<file path="src/rtl/tcb_pkg.sv">
package tcb_pkg;

  typedef enum logic [1:0] {
    ST_IDLE = 2'd0,
    ST_WAIT = 2'd1,
    ST_CAPT = 2'd2
  } cap_state_t;

  // Samples per window: the depth divided evenly, remainder unused.
  function automatic int unsigned window_len(int unsigned depth, int unsigned nwin);
    return depth / nwin;
  endfunction

endpackage

</file>
<file path="src/rtl/tcb_cfg.sv">
module tcb_cfg #(
  parameter int PW     = 8,
  parameter int STAGES = 4,
  parameter int AW     = 4,
  parameter int SW     = 2,
  parameter int WSW    = 2
) (
  input  logic                       clk,
  input  logic                       rst_n,
  input  logic                       we,
  input  logic [AW-1:0]              addr,
  input  logic [PW-1:0]              wdata,
  output logic [STAGES-1:0][PW-1:0]  stage_val,
  output logic [STAGES-1:0][PW-1:0]  stage_msk,
  output logic [PW-1:0]              qual_val,
  output logic [PW-1:0]              qual_msk,
  output logic [SW-1:0]              stage_last,
  output logic                       use_xin,
  output logic [WSW-1:0]             win_last
);
  localparam int A_QV  = 2 * STAGES;
  localparam int A_QM  = A_QV + 1;
  localparam int A_CTL = A_QV + 2;
  localparam int CW    = SW + 1 + WSW;

  logic [CW-1:0] ctrl_q;

  for (genvar k = 0; k < STAGES; k++) begin : g_stage
    always_ff @(posedge clk or negedge rst_n) begin
      if (!rst_n) begin
        stage_val[k] <= '0;
        stage_msk[k] <= '0;
      end else if (we) begin
        if (addr == AW'(k))          stage_val[k] <= wdata;
        if (addr == AW'(STAGES + k)) stage_msk[k] <= wdata;
      end
    end
  end

  always_ff @(posedge clk or negedge rst_n) begin
    if (!rst_n) begin
      qual_val <= '0;
      qual_msk <= '0;
      ctrl_q   <= '0;
    end else if (we) begin
      if (addr == AW'(A_QV))  qual_val <= wdata;
      if (addr == AW'(A_QM))  qual_msk <= wdata;
      if (addr == AW'(A_CTL)) ctrl_q   <= wdata[CW-1:0];
    end
  end

  assign stage_last = ctrl_q[SW-1:0];
  assign use_xin    = ctrl_q[SW];
  assign win_last   = ctrl_q[SW+WSW:SW+1];

endmodule

</file>
<file path="src/rtl/tcb_trig.sv">
module tcb_trig #(
  parameter int PW     = 8,
  parameter int STAGES = 4,
  parameter int SW     = 2
) (
  input  logic                       clk,
  input  logic                       rst_n,
  input  logic                       clk_en,
  input  logic [PW-1:0]              probe,
  input  logic                       seek,
  input  logic                       restart,
  input  logic [STAGES-1:0][PW-1:0]  stage_val,
  input  logic [STAGES-1:0][PW-1:0]  stage_msk,
  input  logic [SW-1:0]              stage_last,
  input  logic                       use_xin,
  input  logic                       xtrig_in,
  output logic                       trig_fire
);
  logic [STAGES-1:0] hit;
  logic [SW-1:0]     stage_q;
  logic              cur_hit;
  logic              at_last;
  logic              advance;

  function automatic logic masked_eq(logic [PW-1:0] d, logic [PW-1:0] v, logic [PW-1:0] m);
    return ~|((d ^ v) & m);
  endfunction

  for (genvar k = 0; k < STAGES; k++) begin : g_match
    assign hit[k] = masked_eq(probe, stage_val[k], stage_msk[k]);
  end

  assign cur_hit   = hit[stage_q];
  assign at_last   = (stage_q == stage_last);
  assign advance   = seek & clk_en & ~use_xin & cur_hit & ~at_last;
  assign trig_fire = seek & clk_en & (use_xin ? xtrig_in : (cur_hit & at_last));

  always_ff @(posedge clk or negedge rst_n) begin
    if (!rst_n)       stage_q <= '0;
    else if (restart) stage_q <= '0;
    else if (advance) stage_q <= stage_q + SW'(1);
  end

  // the sequence moves forward one stage at a time
  a_r3_stage_step: assert property (@(posedge clk) disable iff (!rst_n)
    !restart |=> (stage_q == $past(stage_q) || stage_q == $past(stage_q) + SW'(1)));

  // every restart returns the sequence to stage 0
  a_r4_restart_clears: assert property (@(posedge clk) disable iff (!rst_n)
    restart |=> stage_q == '0);

  // no stage progress without the sample enable
  a_r8_stage_hold: assert property (@(posedge clk) disable iff (!rst_n)
    (!clk_en && !restart) |=> $stable(stage_q));

endmodule

</file>
<file path="src/rtl/tcb_store.sv">
module tcb_store #(
  parameter int PW    = 8,
  parameter int DEPTH = 16,
  parameter int IW    = 4
) (
  input  logic          clk,
  input  logic          rst_n,
  input  logic          clear,
  input  logic          wr_en,
  input  logic [PW-1:0] wr_data,
  input  logic          busy,
  input  logic          rd_en,
  input  logic [IW-1:0] rd_addr,
  output logic [PW-1:0] rd_data
);
  logic [PW-1:0] mem [DEPTH];
  logic [IW:0]   wptr;

  always_ff @(posedge clk) begin
    if (wr_en && !clear && wptr < (IW+1)'(DEPTH)) mem[wptr[IW-1:0]] <= wr_data;
  end

  always_ff @(posedge clk or negedge rst_n) begin
    if (!rst_n)     wptr <= '0;
    else if (clear) wptr <= '0;
    else if (wr_en) wptr <= wptr + 1'b1;
  end

  always_ff @(posedge clk or negedge rst_n) begin
    if (!rst_n)               rd_data <= '0;
    else if (rd_en && !busy)  rd_data <= mem[rd_addr];
  end

  // windows never write past the buffer end
  a_r6_no_overflow: assert property (@(posedge clk) disable iff (!rst_n)
    (wr_en && !clear) |-> wptr < (IW+1)'(DEPTH));

  // reads are ignored during a capture
  a_r10_read_blocked: assert property (@(posedge clk) disable iff (!rst_n)
    busy |=> $stable(rd_data));

endmodule

</file>
<file path="src/rtl/trig_capture_buf.sv">
module trig_capture_buf #(
  parameter int PW     = 8,
  parameter int DEPTH  = 16,
  parameter int STAGES = 4,
  parameter int MAXWIN = 4,
  localparam int SW    = $clog2(STAGES),
  localparam int WSW   = $clog2(MAXWIN),
  localparam int AW    = $clog2(2 * STAGES + 3),
  localparam int IW    = $clog2(DEPTH)
) (
  input  logic          clk,
  input  logic          rst_n,
  input  logic          clk_en,
  input  logic [PW-1:0] probe,
  input  logic          cfg_we,
  input  logic [AW-1:0] cfg_addr,
  input  logic [PW-1:0] cfg_wdata,
  input  logic          arm,
  input  logic          xtrig_in,
  output logic          xtrig_out,
  output logic          ready,
  output logic          done,
  input  logic          rd_en,
  input  logic [IW-1:0] rd_addr,
  output logic [PW-1:0] rd_data
);
  import tcb_pkg::*;

  logic [STAGES-1:0][PW-1:0] stage_val, stage_msk;
  logic [PW-1:0]  qual_val, qual_msk;
  logic [SW-1:0]  stage_last;
  logic           use_xin;
  logic [WSW-1:0] win_last;

  cap_state_t     state;
  logic [WSW-1:0] win_idx;
  logic [IW:0]    fill;
  logic [IW:0]    win_len_w;
  logic           trig_fire, qual_hit, capturing, cap_wr;
  logic           win_full, last_win, seek, restart;

  tcb_cfg #(.PW(PW), .STAGES(STAGES), .AW(AW), .SW(SW), .WSW(WSW)) u_cfg (
    .clk(clk), .rst_n(rst_n), .we(cfg_we), .addr(cfg_addr), .wdata(cfg_wdata),
    .stage_val(stage_val), .stage_msk(stage_msk), .qual_val(qual_val),
    .qual_msk(qual_msk), .stage_last(stage_last), .use_xin(use_xin),
    .win_last(win_last)
  );

  tcb_trig #(.PW(PW), .STAGES(STAGES), .SW(SW)) u_trig (
    .clk(clk), .rst_n(rst_n), .clk_en(clk_en), .probe(probe), .seek(seek),
    .restart(restart), .stage_val(stage_val), .stage_msk(stage_msk),
    .stage_last(stage_last), .use_xin(use_xin), .xtrig_in(xtrig_in),
    .trig_fire(trig_fire)
  );

  tcb_store #(.PW(PW), .DEPTH(DEPTH), .IW(IW)) u_store (
    .clk(clk), .rst_n(rst_n), .clear(arm), .wr_en(cap_wr), .wr_data(probe),
    .busy(ready), .rd_en(rd_en), .rd_addr(rd_addr), .rd_data(rd_data)
  );

  assign win_len_w = (IW+1)'(window_len(DEPTH, 32'(win_last) + 32'd1));
  assign qual_hit  = ~|((probe ^ qual_val) & qual_msk);
  assign capturing = ((state == ST_CAPT) & clk_en) | trig_fire;
  assign cap_wr    = capturing & qual_hit;
  assign win_full  = cap_wr & (fill == win_len_w - 1'b1);
  assign last_win  = (win_idx == win_last);
  assign seek      = (state == ST_WAIT);
  assign restart   = arm | win_full;
  assign ready     = (state != ST_IDLE);

  always_ff @(posedge clk or negedge rst_n) begin
    if (!rst_n) begin
      state   <= ST_IDLE;
      win_idx <= '0;
      fill    <= '0;
      done    <= 1'b0;
    end else if (arm) begin
      state   <= ST_WAIT;
      win_idx <= '0;
      fill    <= '0;
      done    <= 1'b0;
    end else if (state != ST_IDLE) begin
      if (win_full) begin
        fill <= '0;
        if (last_win) begin
          state <= ST_IDLE;
          done  <= 1'b1;
        end else begin
          state   <= ST_WAIT;
          win_idx <= win_idx + WSW'(1);
        end
      end else begin
        fill <= fill + (IW+1)'(cap_wr);
        if (trig_fire) state <= ST_CAPT;
      end
    end
  end

  always_ff @(posedge clk or negedge rst_n) begin
    if (!rst_n) xtrig_out <= 1'b0;
    else        xtrig_out <= trig_fire;
  end

  // a waiting core keeps its window empty
  a_r1_wait_empty: assert property (@(posedge clk) disable iff (!rst_n)
    (state == ST_WAIT && !trig_fire && !arm) |=> fill == '0);

  // every trigger produces an output pulse
  a_r7_xout_follows: assert property (@(posedge clk) disable iff (!rst_n)
    trig_fire |=> xtrig_out);

  // disabled samples change nothing
  a_r8_no_progress: assert property (@(posedge clk) disable iff (!rst_n)
    (!clk_en && !arm) |=> ($stable(state) && $stable(fill)));

  // finished core is idle
  a_r9_done_idle: assert property (@(posedge clk) disable iff (!rst_n)
    done |-> !ready);

endmodule

</file>
<file path="config.mk">
export PLATFORM = sky130hd
export DESIGN_NAME = trig_capture_buf
export DESIGN_NICKNAME = d
export VERILOG_FILES = /design/src/rtl/tcb_pkg.sv /design/src/rtl/tcb_cfg.sv /design/src/rtl/tcb_trig.sv /design/src/rtl/tcb_store.sv /design/src/rtl/trig_capture_buf.sv
export SDC_FILE = /design/constraint.sdc
export NUM_CORES = 1
export LEC_CHECK = 0
export ABC_AREA = 1
export BUFFER_PORTS_ARGS = -buffer_cell sky130_fd_sc_hd__buf_2
export CORE_MARGIN = 2
export CORE_UTILIZATION = 43
export CTS_BUF_LIST = sky130_fd_sc_hd__clkbuf_8 sky130_fd_sc_hd__clkbuf_16
export DETAILED_ROUTE_END_ITERATION = 8
export GPL_TIMING_DRIVEN = 0
export HOLD_SLACK_MARGIN = 0.15
export SLEW_MARGIN = 40
export SYNTH_ARGS = -nofsm -noshare
export SYNTH_HDL_FRONTEND = slang
export SYNTH_HIERARCHICAL = 1
export SYNTH_SLANG_ARGS = --single-unit
</file>
<file path="constraint.sdc">
create_clock -name clk -period 5.2 [get_ports clk]
set_input_delay 0.26 -clock clk [delete_from_list [all_inputs] [get_ports clk]]
set_output_delay 0.26 -clock clk [all_outputs]
set_load 0.03 [all_outputs]
</file>
==> summary.txt, run 1 <==
Worst setup path
  • CP Buf/Inv Count: 2
  • Slowest stage delay, CP: 0.72 ns
  • Cell Chain, Critical Path: inv_1 > nand2_1 > nand3_1 > nand2_1 > nor2_1 > nand2_1 > nand2_1 > nand2_2 > nor2_4 > nand2_1 > a21oi_2 > inv_1 > nand2_1 > nand2_1 > nor2_1 > nand2_1 > nor2_1 > nand2_1 > nor2_1 > nand2_1 > nor2_1
  • Slowest cell on crit path: nor2_1
  • Req. time, crit path: 5.36 ns
  • Critical path class: flop to flop
  • Crit path DAT: 4.10 ns
  • Crit end category: flop
  • Startpoint type of the worst setup path: flop
  • Largest delay share family, worst path: simple AND/OR/NAND/NOR gates
  • Worst reg2reg path endpoint: u_store/mem[3][5]
  • RR Startpoint: u_cfg/stage_val[6]
  • Most numerous cell on the critical path: nand2_1
  • Flop2flop setup slack: 1.26 ns
  • Critical path fanouts, max: 8
  • Worst Reg-to-Reg Cells: 21
  • Worst setup path startpoint: u_cfg/stage_val[6]

Clock network
  • CTS Buf Count: 27
  • Root buf cell: clkbuf_16
  • CTS tree: built
  • Clock latency on the worst-skew pair: 0.53 ns
  • H-tree depth reported by CTS: 1
  • Post-CTS sizing: 0
  • Clock Sinks: 239
  • Setup repair bufs after CTS: 0
  • Worst-path clk slew: 0.06 ns
  • # hold bufs at CTS: 18
  • CTS Buffer Depth: 3

Place
  • DP Cell Count: 1584
  • Placed inst area: 0.01164 sq mm
  • DP HPWL: 18400 um
  • Gpl congestion: 0.8632
  • Port Buffers: 35

Finish
  • Final net count: 1338
  • Register area: 0.006621 sq mm
  • Multi-input logic area: 0.003741 sq mm
  • Non-filler cells, final: 1651
  • Area Growth Syn to Fin: 14.59%
  • Fillers: 2380
  • Antenna Diode Count: 0
  • Fraction of layout cells with a size suffix above 1: 10.75%
  • Post-layout instance area: 0.01262 sq mm

Power
  • Switching share of power: 28.75%
  • Maximum vdd drop: 0.2386 mV
  • Clock Power Share: 35.5%
  • Leakage: 5.829 nW
  • Power Internal: 3.411 mW
  • Pwr dens: 379.5 mW/mm^2
  • NetSw: 1.376 mW
  • Overall Power: 4.788 mW
  • Sequential share of power: 48.2%
  • Comb power frac: 16.3%

Global route
  • First-pass GRT wire length: 44810 um
  • Pin count of the biggest net entering global routing: 63
  • Gr usage total: 21.77%
  • Gr ovfl total: 0
  • Initial antenna violation count: 0
  • Number of global-route vias before repair: 7967

Run status
  • Status: finished, final reports clean

Timing
  • Final Critical Period: 3.943 ns
  • Slew Limit Fails: 0
  • Hold_ws: 0.1631 ns
  • Worst-Margin Slew: 0.8498 ns
  • Rel. slew slack: 43.14%
  • Hold Violations, Final: 0
  • RSZ-0062 raised after global routing: false
  • Final worst-path cycle share: 75.82%
  • TNS Setup: 0 ns
  • Fmax: 253.6 MHz
  • Final Skew: 0.01205 ns
  • # setup viols final: 0

Synth
  • Distinct cells, synth: 32
  • Most frequent cells after synthesis: nand2_1 (527), nand3_1 (192), edfxtp_1 (128), dfrtp_1 (111), inv_1 (68)
  • Leading area contributor after synthesis: edfxtp_1
  • Synth async-reset ratio: 46.44%
  • Yosys top cell area share: 34.91%
  • Sequential-to-total area share from yosys stat: 60.14%
  • Top-count cell post-synth: nand2_1
  • Most common flop cell mapped by yosys: edfxtp_1
  • Synthesized area: 0.01101 sq mm
  • Syn Nets: 1255
  • Synth Register Bits: 239
  • Post-synthesis cell count: 1218
  • Synthesized area per cell: 9.040 sq um
  • Synth warn: 6
  • Top post-synthesis cells by area: edfxtp_1 (35%), dfrtp_1 (25%), nand2_1 (18%), nand3_1 (8.7%), inv_1 (2.3%)
  • Post-synth EDFFs: 128

Floorplanning
  • Core box area: 0.02518 sq mm
  • IO Count: 42
  • Die height: 164.0 um
  • Initial core utilization: 43.72%
  • Die area: 0.02690 sq mm
  • Die W: 164.0 um
  • # rows: 58

Worst hold path
  • Hold crit path type: input pin to flop
  • Hold Crit Depth: 5
  • Worst min-delay path startpoint: cfg_we
  • Hold endpoint: u_cfg/stage_msk[14]

Drt
  • Post-route DRC violation count: 0
  • Avg WL per Cell: 17.20 um
  • Routed vias: 8433
  • Drt first pass iters: 5
  • Post-Route WL: 28390 um
  • ANT nets after route: 0
  • Starting DRT DRC Count: 718
  • Vias per cell: 5.108

Run
  • Max Cap Violations: 0
layout by cell type (no fill, tap or decap), types with 2 or more instances in the layout:
cell | netlist | routed
edfxtp_1 | 128 | 128
clkinv_1 | 0 | 4
inv_1 | 68 | 78
clkbuf_8 | 4 | 6
o21ai_2 | 2 | 2
nand2_1 | 527 | 527
clkinv_2 | 0 | 4
o21ai_0 | 6 | 6
nand4_1 | 32 | 32
ha_1 | 6 | 6
nand3_1 | 192 | 192
inv_2 | 9 | 9
nor2_4 | 3 | 3
o21bai_1 | 2 | 2
xnor2_1 | 2 | 2
dfrtp_1 | 111 | 111
xor2_1 | 5 | 5
nand2_2 | 5 | 5
dlygate4sd3_1 | 0 | 18
nor2_2 | 5 | 8
buf_6 | 11 | 11
clkbuf_1 | 10 | 10
buf_2 | 15 | 49
nor2_1 | 44 | 41
o22ai_1 | 3 | 3
buf_4 | 10 | 10
or2_1 | 4 | 4
clkbuf_16 | 0 | 27
a21oi_1 | 7 | 7
cell type report:
class / count / share of cell area, %
tap: 330 / 3.273
clock inverter: 20 / 0.7140
inverter: 77 / 2.291
multi-input combinational: 852 / 29.65
timing repair buffer: 54 / 3.114
buffer: 50 / 2.906
clock buffer: 29 / 5.573
sequential: 239 / 52.48
worst register-to-register path, cell delays in order (launching register included):
cell,delay (ns)
dfrtp_1,0.40
inv_1,0.06
nand2_1,0.05
nand3_1,0.06
nand2_1,0.05
nor2_1,0.14
nand2_1,0.16
nand2_1,0.11
nand2_2,0.07
nor2_4,0.13
nand2_1,0.07
a21oi_2,0.17
inv_1,0.07
nand2_1,0.08
nand2_1,0.06
nor2_1,0.14
nand2_1,0.07
nor2_1,0.34
nand2_1,0.13
nor2_1,0.24
nand2_1,0.26
nor2_1,0.72
sequential cells by signal, indices dropped and copies added, names as in the netlist, 5 cells and up:
name	count
u_cfg/ctrl_q	5
u_cfg/qual_val	8
u_cfg/stage_msk	32
fill	5
u_store/wptr	5
u_store/mem	128
u_cfg/stage_val	32
u_cfg/qual_msk	8
u_store/rd_data	8
power groups by stage:
stage | Clock (mW) | Sequential (mW) | Combinational, mW
6_report | 1.70 | 2.31 | 0.780
5_1_grt | 1.80 | 2.33 | 0.886
4_1_cts | 1.74 | 2.31 | 0.786
3_5_place_dp | 0 | 2.34 | 0.772
3_3_place_gp | 0 | 2.34 | 0.757
2_1_floorplan | 0 | 2.38 | 0.475
cells by family (layout without fill, tap and decap cells):
logic type,count (synthesis),in the layout,share of synthesized area [%]
buf+inv,127,230,5.954
flops,239,239,60.14
compound gates,23,23,1.261
fa+ha+maj,6,6,0.6818
simple gates,816,816,31.41
xor+xnor,7,7,0.5568
metrics by stage:
step                util [%]  setup WS, ns
floorplan                  -         2.265
global placement       46.06        0.8324
detailed placement     46.21        0.8407
CTS                    50.07         1.256
global route           50.10        0.8719
finish                 50.10         1.257
per-layer routing:
| layer | wire, um | vias to the layer above | global-route usage [%] |
|---|---|---|---|
| li1 | - | 4170 | - |
| met1 | 12610 | 3959 | 30.26 |
| met2 | 13250 | 241 | 35.28 |
| met3 | 1487 | 63 | 2.576 |
| met4 | 1036 | 0 | 8.054 |
| met5 | 0 | - | 0 |
worst max path at each step:
stage	end	slack, ns	depth (start not counted)
2_1_floorplan	u_store/mem[11][0]	2.26	20
3_3_place_gp	u_store/mem[3][7]	0.83	21
3_5_place_dp	u_store/mem[3][7]	0.84	21
4_1_cts	u_store/mem[3][5]	1.26	21
5_1_grt	u_store/mem[3][5]	0.87	21
6_report	u_store/mem[3][5]	1.26	21
Power figures use the tool's default switching activity.
==> run 2, diff against run 1 <==
clock period = 3.5 ns   (was 5.2 ns; I/O delays follow)
==> run 2 against run 1 <==
  * First-iteration DRC count down 4.2%
  * Combinational power up 51%
  * Via count up 0.81%
  * Non-clock buffer count up 15
  * Routed wire length up 1.5%
  * Critical path depth up 1
  * Maximum frequency up 24%
  * Die area unchanged
  * Design area up 2.5%
  * Critical endpoint is now u_store/mem[10][6]
  * Core utilization up 1.3 points
==> summary.txt, run 2 (same netlist as run 1, synthesis figures left out) <==
Clock network
  • Worst-path clk slew: 0.06 ns (about the same)
  • CTS Buf Count: 27 (unchanged)
  • CTS tree: built
  • Clock Sinks: 239 (unchanged)
  • CTS Buffer Depth: 3 (unchanged)
  • Clock latency on the worst-skew pair: 0.53 ns (about the same)
  • Root buf cell: clkbuf_16
  • H-tree depth reported by CTS: 1 (unchanged)

Floorplanning
  • IO Count: 42 (unchanged)
  • Die area: 0.02690 sq mm (unchanged)
  • Die height: 164.0 um (unchanged)
  • Core box area: 0.02518 sq mm (unchanged)
  • Initial core utilization: 43.72% (unchanged)
  • # rows: 58 (unchanged)
  • Die W: 164.0 um (unchanged)

Power
  • Leakage: 5.929 nW (+1.7%)
  • Overall Power: 7.137 mW (+49%)
  • Pwr dens: 551.9 mW/mm^2 (+45%)
  • Maximum vdd drop: 0.3543 mV (+48%)

Global route
  • First-pass GRT wire length: 45540 um (+1.6%)
  • Number of global-route vias before repair: 8099 (+1.7%)
  • Initial antenna violation count: 0 (unchanged)
  • Gr usage total: 22.15% (+0.38 points)
  • Gr ovfl total: 0 (unchanged)
  • Pin count of the biggest net entering global routing: 63 (unchanged)

Timing
  • Rel. slew slack: 48.22% (+5.1 points)
  • Fmax: 315.3 MHz (+24%)
  • Slew Limit Fails: 0 (unchanged)
  • Final worst-path cycle share: 90.60% (+15 points)
  • RSZ-0062 raised after global routing: false
  • Hold Violations, Final: 0 (unchanged)
  • Worst-Margin Slew: 0.7767 ns (-0.07305 ns)
  • Final Skew: 0.01041 ns (-0.001641 ns)
  • # setup viols final: 0 (unchanged)
  • Final Critical Period: 3.171 ns (-0.7716 ns)

Run
  • Max Cap Violations: 0 (unchanged)

Drt
  • Drt first pass iters: 7 (+2)
  • Starting DRT DRC Count: 688 (-4.2%)
  • Avg WL per Cell: 17.30 um (+0.60%)
  • Post-Route WL: 28820 um (+1.5%)
  • Vias per cell: 5.103 (-0.10%)
  • Met2 routed WL: 13590 um (+2.6%)
  • Metal-1 WL: 12830 um (+1.7%)
  • Routed vias: 8501 (+0.81%)
  • Top sig layer: met4
  • Post-route DRC violation count: 0 (unchanged)
  • ANT nets after route: 0 (unchanged)
  • WL met3: 1269 um (-15%)

Finish
  • Fillers: 2355 (-1.1%)
  • Max reg flops: 128 (unchanged)
  • Area Growth Syn to Fin: 17.45%
  • Non-filler cells, final: 1666 (+0.91%)
  • Register area: 0.006621 sq mm (unchanged)
  • Most frequent cells in the layout: nand2_1 (522), nand3_1 (192), edfxtp_1 (128)
  • Final net count: 1353 (+1.1%)
  • Multi-input logic area: 0.003896 sq mm (+4.1%)
  • Antenna Diode Count: 0 (unchanged)
  • Fraction of layout cells with a size suffix above 1: 12.57% (+1.8 points)
  • Most common cell after layout, fill and taps aside: nand2_1

Worst hold path
  • Hold crit path type: input pin to flop

Place
  • DP HPWL: 18400 um (unchanged)
  • DP Cell Count: 1584 (unchanged)
  • Gpl congestion: 0.8632 (unchanged)
  • Port Buffers: 35 (unchanged)

Worst setup path
  • Crit path DAT: 3.38 ns (-0.72 ns)
  • Critical path fanouts, max: 8 (unchanged)
  • Crit end category: flop
  • Critical path class: flop to flop
  • Startpoint type of the worst setup path: flop
  • Req. time, crit path: 3.71 ns (-1.65 ns)
  • Flop2flop setup slack: 0.33 ns (-0.93 ns)

Run status
  • Status: finished, final reports clean
==> run 2: worst max-delay path, cell delays in order, from the launching register on <==
cell and delay, ns:
dfrtp_1 0.40, inv_1 0.06, nand2_1 0.04, nand3_1 0.06, nand2_1 0.05, nor2_1 0.12
nand2_1 0.15, nand2_2 0.09, nand2_2 0.06, nor2_4 0.11, nand2_1 0.07, a21oi_2 0.17
inv_1 0.07, nand2_1 0.08, nand2_1 0.06, nor2_1 0.13, nand2_1 0.11, nor2_4 0.17
nand2_1 0.13, nor2_4 0.17, buf_12 0.13, nand2_4 0.11, nor2_4 0.28
==> run 2: path summary, 6_finish.rpt <==
check	start	depth (start not counted)	end
setup / recovery	u_cfg/stage_val[25]	22	u_store/mem[10][6]
hold / removal	probe[5]	1	u_store/mem[12][5]
min in group asynchronous	rst_n	3	u_cfg/stage_msk[20]
hold reg to reg	u_cfg/qual_msk[3]	2	u_cfg/qual_msk[3]
setup reg to reg	u_cfg/stage_val[25]	22	u_store/mem[10][6]
max in group asynchronous	rst_n	4	u_cfg/stage_msk[11]
==> run 2: repair_timing <==
item | 4_1_cts | 5_1_grt
endpoints found under the setup margin | 128 | 129
hold buffers | 27 | 0
hold endpoints to repair | 158 | 0
gates resized for setup | 33 | 11
setup buffers | 5 | 1
gates cloned | 0 | 0
pin swaps | 3 | 4
==> run 2: layout make-up <==
type | instances | area share [%]
plain buffers | 50 | 2.835
well taps | 330 | 3.193
inverters | 77 | 2.235
clock inverters | 20 | 0.6966
repair buffers | 69 | 4.276
multi-input cells | 852 | 30.13
clock buffers | 29 | 5.437
flip-flops and latches | 239 | 51.20
==> run 2: per-stage QoR <==
stage	util [%]	hold WS (ns)	area, sq um	worst slack [ns]	setup TNS, ns
floorplan	-	-0.1206	11010	0.5649	0
finish	51.36	0.1712	12930	0.3289	0
global route	51.36	0.1727	12930	0.02164	0
detailed placement	46.21	0.1161	11640	-0.7743	-81.94
CTS	51.12	0.1540	12870	-0.01938	-0.3363
global placement	46.06	0.4443	11600	-0.7826	-80.94
==> run 2: per-layer routing <==
layer,vias to the layer above,GRT usage [%]
met5,-,0
met4,0,9.011
met3,65,2.904
met2,216,35.89
met1,4012,30.27
li1,4208,-
==> run 2: power breakdown <==
| group | total, mW | internal [mW] | switching [mW] | leakage (nW) |
|---|---|---|---|---|
| combinational | 1.18 | 0.402 | 0.779 | 2.92 |
| clock | 2.52 | 1.43 | 1.09 | 0.431 |
| sequential | 3.43 | 3.25 | 0.187 | 2.58 |
